==> config.mk <==
export PLATFORM = sky130hd
export DESIGN_NAME = tmr_cfg_unit
export DESIGN_NICKNAME = d
export VERILOG_FILES = /design/src/rtl/tmr_cfg_pkg.sv /design/src/rtl/tcfg_regs.sv /design/src/rtl/tcfg_freeze.sv /design/src/rtl/tcfg_vector.sv /design/src/rtl/tmr_cfg_unit.sv
export SDC_FILE = /design/constraint.sdc
export NUM_CORES = 1
export LEC_CHECK = 0
export BUFFER_PORTS_ARGS = -buffer_cell sky130_fd_sc_hd__clkbuf_2
export CAP_MARGIN = 20
export CORE_UTILIZATION = 30
export DETAILED_ROUTE_END_ITERATION = 8
export GPL_ROUTABILITY_DRIVEN = 0
export PLACE_DENSITY = 0.81
export SETUP_SLACK_MARGIN = 0.02
export SYNTH_ARGS = -nofsm -noshare
export SYNTH_HDL_FRONTEND = slang
export SYNTH_SLANG_ARGS = --single-unit
export TNS_END_PERCENT = 100
==> constraint.sdc <==
create_clock -name clk -period 3.2 [get_ports clk]
set_input_delay 0.32 -clock clk [delete_from_list [all_inputs] [get_ports clk]]
set_output_delay 0.32 -clock clk [all_outputs]
set_load 0.02 [all_outputs]
==> src/rtl/tmr_cfg_pkg.sv <==
package tmr_cfg_pkg;

   localparam int REG_W     = 16;
   localparam int BASE_W    = 2;
   localparam int ARB_W     = 3;
   localparam int TBS_W     = 2;

   localparam int POS_STOP  = 15;
   localparam int POS_FEN   = 14;
   localparam int POS_BASE  = 11;
   localparam int POS_ARB   = 8;
   localparam int POS_TBS1  = 2;
   localparam int POS_TBS0  = 0;

   localparam int OFF_CFG   = 0;
   localparam int OFF_TEST  = 2;
   localparam int OFF_TBASE = 4;

   typedef struct packed {
      logic               stop;
      logic               frz_en;
      logic [BASE_W-1:0]  base;
      logic [ARB_W-1:0]   arb;
      logic [TBS_W-1:0]   tbs;
   } cfg_t;

   function automatic logic [REG_W-1:0] cfg_pack(input cfg_t c);
      logic [REG_W-1:0] w;
      w = '0;
      w[POS_STOP]                  = c.stop;
      w[POS_FEN]                   = c.frz_en;
      w[POS_BASE +: BASE_W]        = c.base;
      w[POS_ARB  +: ARB_W]         = c.arb;
      w[POS_TBS1]                  = c.tbs[1];
      w[POS_TBS0]                  = c.tbs[0];
      return w;
   endfunction

   function automatic cfg_t cfg_unpack(input logic [REG_W-1:0] w);
      cfg_t c;
      c.stop   = w[POS_STOP];
      c.frz_en = w[POS_FEN];
      c.base   = w[POS_BASE +: BASE_W];
      c.arb    = w[POS_ARB  +: ARB_W];
      c.tbs    = {w[POS_TBS1], w[POS_TBS0]};
      return c;
   endfunction

   localparam cfg_t             CFG_ALL1  = '1;
   localparam logic [REG_W-1:0] CFG_WMASK = cfg_pack(CFG_ALL1);

endpackage

==> src/rtl/tcfg_regs.sv <==
module tcfg_regs
   import tmr_cfg_pkg::*;
#(
   parameter int ADDR_W = 4
) (
   input  logic              clk,
   input  logic              rst_n,
   input  logic              sel_i,
   input  logic              wr_i,
   input  logic [ADDR_W-1:0] addr_i,
   input  logic [REG_W-1:0]  wdata_i,
   output logic [REG_W-1:0]  rdata_o,
   output cfg_t              cfg_o
);

   localparam logic [ADDR_W-1:0] A_CFG   = ADDR_W'(OFF_CFG);
   localparam logic [ADDR_W-1:0] A_TEST  = ADDR_W'(OFF_TEST);
   localparam logic [ADDR_W-1:0] A_TBASE = ADDR_W'(OFF_TBASE);

   if (ADDR_W < 3) begin : g_bad_addr
      $error("tcfg_regs: ADDR_W must reach offset 0x4");
   end

   cfg_t cfg_q;
   logic hit_cfg;

   assign hit_cfg = sel_i && (addr_i == A_CFG);

   always_ff @(posedge clk or negedge rst_n) begin
      if (!rst_n) begin
         cfg_q <= '0;
      end else if (hit_cfg && wr_i) begin
         cfg_q <= cfg_unpack(wdata_i);
      end
   end

   always_comb begin
      rdata_o = '0;
      if (sel_i && !wr_i) begin
         unique case (addr_i)
            A_CFG:   rdata_o = cfg_pack(cfg_q);
            A_TEST:  rdata_o = '0;
            A_TBASE: rdata_o = '0;
            default: rdata_o = '0;
         endcase
      end
   end

   assign cfg_o = cfg_q;

   AST_RSVD_ZERO: assert property (@(posedge clk) disable iff (!rst_n)
      (rdata_o & ~CFG_WMASK) == '0);
   AST_SLOT_ZERO: assert property (@(posedge clk) disable iff (!rst_n)
      (sel_i && addr_i != A_CFG) |-> rdata_o == '0);
   AST_FOREIGN_WR: assert property (@(posedge clk) disable iff (!rst_n)
      (sel_i && wr_i && addr_i != A_CFG) |=> $stable(cfg_q));

endmodule

==> src/rtl/tcfg_freeze.sv <==
module tcfg_freeze #(
   parameter bit SYNC_EXT = 1'b0
) (
   input  logic clk,
   input  logic rst_n,
   input  logic stop_i,
   input  logic frz_en_i,
   input  logic ext_frz_i,
   output logic frz_o
);

   logic ext_s;
   logic frz_q;

   if (SYNC_EXT) begin : g_ext_sync
      logic ext_q;
      always_ff @(posedge clk or negedge rst_n) begin
         if (!rst_n) ext_q <= 1'b0;
         else        ext_q <= ext_frz_i;
      end
      assign ext_s = ext_q;
   end else begin : g_ext_direct
      assign ext_s = ext_frz_i;

      AST_FEN_FOLLOW: assert property (@(posedge clk) disable iff (!rst_n)
         (!stop_i && frz_en_i) |=> (frz_o == $past(ext_frz_i)));
   end

   always_ff @(posedge clk or negedge rst_n) begin
      if (!rst_n) frz_q <= 1'b0;
      else        frz_q <= stop_i | (frz_en_i & ext_s);
   end

   assign frz_o = frz_q;

   AST_STOP_HOLDS: assert property (@(posedge clk) disable iff (!rst_n)
      stop_i |=> frz_o);
   AST_EXT_IGNORED: assert property (@(posedge clk) disable iff (!rst_n)
      (!stop_i && !frz_en_i) |=> !frz_o);

endmodule

==> src/rtl/tcfg_vector.sv <==
module tcfg_vector #(
   parameter int HI_W    = 2,
   parameter int LO_W    = 6,
   parameter bit REG_OUT = 1'b0
) (
   input  logic                 clk,
   input  logic                 rst_n,
   input  logic [HI_W-1:0]      base_i,
   input  logic [LO_W-1:0]      sub_i,
   output logic [HI_W+LO_W-1:0] vec_o
);

   localparam int VEC_W = HI_W + LO_W;

   if (LO_W < 1 || HI_W < 1) begin : g_bad_w
      $error("tcfg_vector: both vector parts need at least one bit");
   end

   logic [VEC_W-1:0] vec_c;
   assign vec_c = {base_i, sub_i};

   if (REG_OUT) begin : g_reg
      logic [VEC_W-1:0] vec_q;
      always_ff @(posedge clk or negedge rst_n) begin
         if (!rst_n) vec_q <= '0;
         else        vec_q <= vec_c;
      end
      assign vec_o = vec_q;
   end else begin : g_comb
      assign vec_o = vec_c;
   end

endmodule

==> src/rtl/tmr_cfg_unit.sv <==
module tmr_cfg_unit
   import tmr_cfg_pkg::*;
#(
   parameter int ADDR_W       = 4,
   parameter int SUB_NUM_W    = 6,
   parameter bit SYNC_EXT_FRZ = 1'b0,
   parameter bit VEC_REG_OUT  = 1'b0
) (
   input  logic                        clk,
   input  logic                        rst_n,
   input  logic                        bus_sel,
   input  logic                        bus_wr,
   input  logic [ADDR_W-1:0]           bus_addr,
   input  logic [15:0]                 bus_wdata,
   output logic [15:0]                 bus_rdata,
   input  logic                        ext_freeze,
   output logic                        sub_freeze,
   input  logic [SUB_NUM_W-1:0]        sub_num,
   output logic [SUB_NUM_W+BASE_W-1:0] irq_vector,
   output logic [2:0]                  irq_arb,
   output logic [1:0]                  tb_select
);

   if (REG_W != 16) begin : g_bad_reg
      $error("tmr_cfg_unit: register width must be 16");
   end

   cfg_t cfg;

   tcfg_regs #(.ADDR_W(ADDR_W)) u_regs (
      .clk     (clk),
      .rst_n   (rst_n),
      .sel_i   (bus_sel),
      .wr_i    (bus_wr),
      .addr_i  (bus_addr),
      .wdata_i (bus_wdata),
      .rdata_o (bus_rdata),
      .cfg_o   (cfg)
   );

   tcfg_freeze #(.SYNC_EXT(SYNC_EXT_FRZ)) u_freeze (
      .clk       (clk),
      .rst_n     (rst_n),
      .stop_i    (cfg.stop),
      .frz_en_i  (cfg.frz_en),
      .ext_frz_i (ext_freeze),
      .frz_o     (sub_freeze)
   );

   tcfg_vector #(.HI_W(BASE_W), .LO_W(SUB_NUM_W), .REG_OUT(VEC_REG_OUT)) u_vec (
      .clk    (clk),
      .rst_n  (rst_n),
      .base_i (cfg.base),
      .sub_i  (sub_num),
      .vec_o  (irq_vector)
   );

   assign irq_arb   = cfg.arb;
   assign tb_select = cfg.tbs;

   if (!VEC_REG_OUT) begin : g_vec_chk
      AST_VEC_JOIN: assert property (@(posedge clk) disable iff (!rst_n)
         irq_vector[SUB_NUM_W-1:0] == sub_num &&
         irq_vector[SUB_NUM_W +: BASE_W] == bus_rdata[POS_BASE +: BASE_W]
         || !(bus_sel && !bus_wr && bus_addr == '0));
   end

   AST_RD_WHILE_FROZEN: assert property (@(posedge clk) disable iff (!rst_n)
      (sub_freeze && bus_sel && bus_wr && bus_addr == '0) |=>
      (irq_arb == $past(bus_wdata[POS_ARB +: ARB_W])));

endmodule

After elaboration in Yosys (flattened, before gate mapping)
Index checks and enable logic that the tools add are counted.
{"block": "word_totals", "ff_bits": 10, "out_inout_bits": 30, "word_cells": 15}
{"block": "classes", "n_mux": 2, "n_bitwise": 2, "reduce_logical": 5}
{"op": "$mux W16", "count": 2}
{"op": "$logic_not A4 Y1", "count": 1}
{"op": "$logic_and A1 B1 Y1", "count": 3}
{"op": "$and A1 B1 Y1", "count": 1}
{"op": "$logic_not A1 Y1", "count": 1}
{"op": "$or A1 B1 Y1", "count": 1}

Longest topological paths before layout
{"block": "depth", "ltp_word": 3, "ltp_mapped": 3, "depth_no_buf": 3}

By module
From an unflattened synthesis, not the netlist that was laid out.
{"block": "unflattened", "hier_cells": 50, "area_unflattened_um2": 575.6}
{"module": "tcfg_regs", "instances": 1, "cells_per_inst": 40, "area_per_inst_um2": 483.0}
{"module": "tcfg_vector", "instances": 1, "cells_per_inst": 8, "area_per_inst_um2": 60.1}
{"module": "tcfg_freeze", "instances": 1, "cells_per_inst": 2, "area_per_inst_um2": 32.5}

Least setup slack after synthesis
No wires, ideal clock.
{"block": "synth_path", "kind": "in2out", "start": "in bus_addr[3]", "end": "out bus_rdata[0]", "t_arrival_ns": 1.424, "path_slack_ns": 1.456, "cell_stages": 3, "path_buffers": 0, "cell_sequence": "or4_4 nor3b_4 and2_1"}
{"block": "synth_via", "elab_chain_len": 3}
{"item": "start, declared", "line": "tmr_cfg_unit.sv:13", "source": "input logic [ADDR_W-1:0] bus_addr,"}
{"item": "$logic_not A4 Y1", "line": "tcfg_regs.sv:40", "source": "unique case (addr_i)"}
{"item": "$mux W16", "line": "tcfg_regs.sv:40"}
{"item": "$mux W16", "line": "tcfg_regs.sv:39", "source": "if (sel_i && !wr_i) begin"}
{"item": "end, declared", "line": "tmr_cfg_unit.sv:15", "source": "output logic [15:0] bus_rdata,"}
No other way between the ends.

Worst setup path after layout
{"block": "layout_path", "start": "in bus_addr[3]", "end": "out bus_rdata[8]"}
The elaborated chain is that of the path after synthesis.

==> results_dict.tcl <==
set metrics [dict create \
    grt_pass1_wl_um 1720 \
    timing.rr.start "u_regs.cfg_o[7]" \
    hold_viol 0 \
    layout-drive-gt1-share_pct 65.8 \
    end_kind "primary output" \
    ys_types 11 \
    postCtsResizedCells 0 \
    antenna_cells 0 \
    root_buffer "clkbuf_4" \
    rows 15 \
    synth_area_um2 573 \
    critPathLaunchType "input port" \
    rsz0062_at_grt "no" \
    crit_required_ps 2880 \
    avgSynthCellArea_um2 12.2 \
    power_density_nw_per_um2 509 \
    finalSetupTns_ps 0 \
    postCtsSetupRepairBufs 0 \
    critical_path_class "in2out" \
    cp_slowest_stage_delay_ps 580 \
    port_buffers 34 \
    wire_per_inst_um 11.4 \
    clk_latency_ps 260 \
    fmax_ghz 0.499 \
    crit_family "simple AND/OR/NAND/NOR gates" \
    cts_tree "yes" \
    drt_iter0_drc 0 \
    grt_util_met1_pct 10.3 \
    clockBufferDepth 2 \
    area_growth_pct 30.1 \
    grt_busiest_layer "met2" \
    arrival_ps 1680 \
    crit_buf_inv 2 \
    antenna_found_initial 0 \
    ff2ff_path_depth 1 \
    dieHeight_um 45.7 \
    finalCritPeriodShare_pct 62.6 \
    die_x_um 45.7 \
    report.final.slew_viol_count 0 \
    hold_end "u_freeze.frz_o" \
    num-fill-cells 193 \
    cpMaxStageDelayCell "or4_4" \
    min-delay-start "ext_freeze" \
    cp_max_fo 9 \
    path_cells "clkbuf_2 -> or4_4 -> nor3b_4 -> and2_1 -> clkbuf_2" \
    hold_buffers 1 \
    io_pins 61 \
    min_path_type "in2reg" \
    numCtsBuffers 3 \
    fin_area_um2 746 \
    whs_path_depth 2 \
    setup-violations-final 0 \
    gr-total-overflow 0 \
    viasPerCell 4.23 \
    grt_usage_pct 12.3 \
    vias 440 \
    dieArea_um2 2090 \
    drtAntennaViolNets 0 \
    final.min_clock_period_ps 2000 \
    coreArea_um2 1760 \
    cts_sinks 10 \
    yosysSeqAreaShare_pct 43.7 \
    firstDrtPassIters 1 \
    ir_worst_vdd_mv 0.188 \
    grtUsageMet2_pct 24.3 \
    grt_max_degree 11 \
    nets 111 \
    h-tree-depth 1 \
    first_global_vias 443 \
    drv_cap 0 \
    r2r-end "u_regs.cfg_o[7]" \
    start_util_pct 32.5 \
    post_synth_inst_count 47 \
    worst-r2r-setup-slack_ps 2430 \
    drc 0 \
    finClkSkew_ps 2.91 \
    wirelength_um 1190 \
    postPlaceCellArea_um2 699 \
    p_leak_nw 0.432 \
    synth_seq_cells 10 \
    synth_warnings 0 \
    path_clk_slew_ps 70 \
    status "completed" \
    cpMostUsedCell "clkbuf_2" \
    grt.met3_usage_pct 3.97 \
]
## kinds of logic (layout without fill, tap and decap cells)
family	count (synthesis)	count (layout)	share of synthesized area [%]
other	1	7	0.654
multiplexers	9	9	17.7
buffers and inverters	13	39	17.0
AO/OA/AOI/OAI	1	1	1.31
flip-flops	10	10	43.7
AND/OR/NAND/NOR	13	13	19.6
## routing by layer
| layer | vias to the layer above | share of wire (%) |
|---|---|---|
| met1 | 208 | 33 |
| met5 | - | 0 |
| met2 | 30 | 57 |
| li1 | 202 | - |
| met3 | 0 | 10 |
| met4 | 0 | 0 |
## cell usage in the layout (no fill, tap or decap)
| cell type | Yosys | routed |
|---|---|---|
| and2_1 | 7 | 7 |
| dfrtp_1 | 10 | 10 |
| conb_1 | 1 | 7 |
| clkbuf_8 | 0 | 1 |
| nor2_8 | 1 | 1 |
| a21o_1 | 1 | 1 |
| and2_2 | 2 | 2 |
| mux2_2 | 9 | 9 |
| clkbuf_2 | 0 | 34 |
| clkbuf_4 | 0 | 3 |
| dlygate4sd3_1 | 0 | 1 |
| or4_4 | 1 | 1 |
| nor3b_4 | 1 | 1 |
| nand2_1 | 1 | 1 |
## cell type report
cell class,instances,area (um2),area share (%)
Tap cell,25,31.3,4.19
Timing Repair Buffer,35,180,24.2
Multi-Input combinational cell,30,248,33.2
Clock buffer,4,36.3,4.87
Sequential cell,10,250,33.6
## per-stage QoR
stage	cells	worst slack (ps)	util, %	hold slack [ps]	total power (W)
after detailed placement	99	1180	39.6	205	0.000268
final	104	1200	42.3	264	0.000379
after CTS	104	1170	42.3	250	0.000387
after global placement	99	1200	39.6	195	0.000263
after global routing	104	1100	42.3	268	0.000402
after floorplan	53	1460	-	24.4	0.000244
## report_power, final
group	leakage [nW]	switching [W]	internal, W	total, W
clock network	0.0210	0.0000452	0.0000690	0.000114
registers	0.127	0.0000154	0.000152	0.000167
logic	0.284	0.0000563	0.0000416	0.0000979
total	0.432	0.000117	0.000262	0.000379
## cells in the mapped netlist
cell type,instances,area (um2)
buf_4,13,97.6
and2_2,2,15.0
or4_4,1,11.3
nand2_1,1,3.75
a21o_1,1,7.51
mux2_2,9,101
nor3b_4,1,18.8
conb_1,1,3.75
nor2_8,1,20.0
dfrtp_1,10,250
and2_1,7,43.8
## registers in the layout (all words and copies together) (netlist names)
name / flops
u_regs.cfg_o: 9
u_freeze.frz_o: 1
## how the worst max path moves through the flow
stage                startpoint             to  slack, ps  cells past startpoint
floorplan           bus_addr[3]   bus_rdata[0]       1460                      3
global placement    bus_addr[3]  bus_rdata[15]       1200                      5
detailed placement  bus_addr[3]  bus_rdata[15]       1180                      5
CTS                 bus_addr[3]  bus_rdata[15]       1170                      5
global route        bus_addr[3]   bus_rdata[9]       1100                      5
finish              bus_addr[3]   bus_rdata[8]       1200                      5
Power figures use the tool's default switching activity.
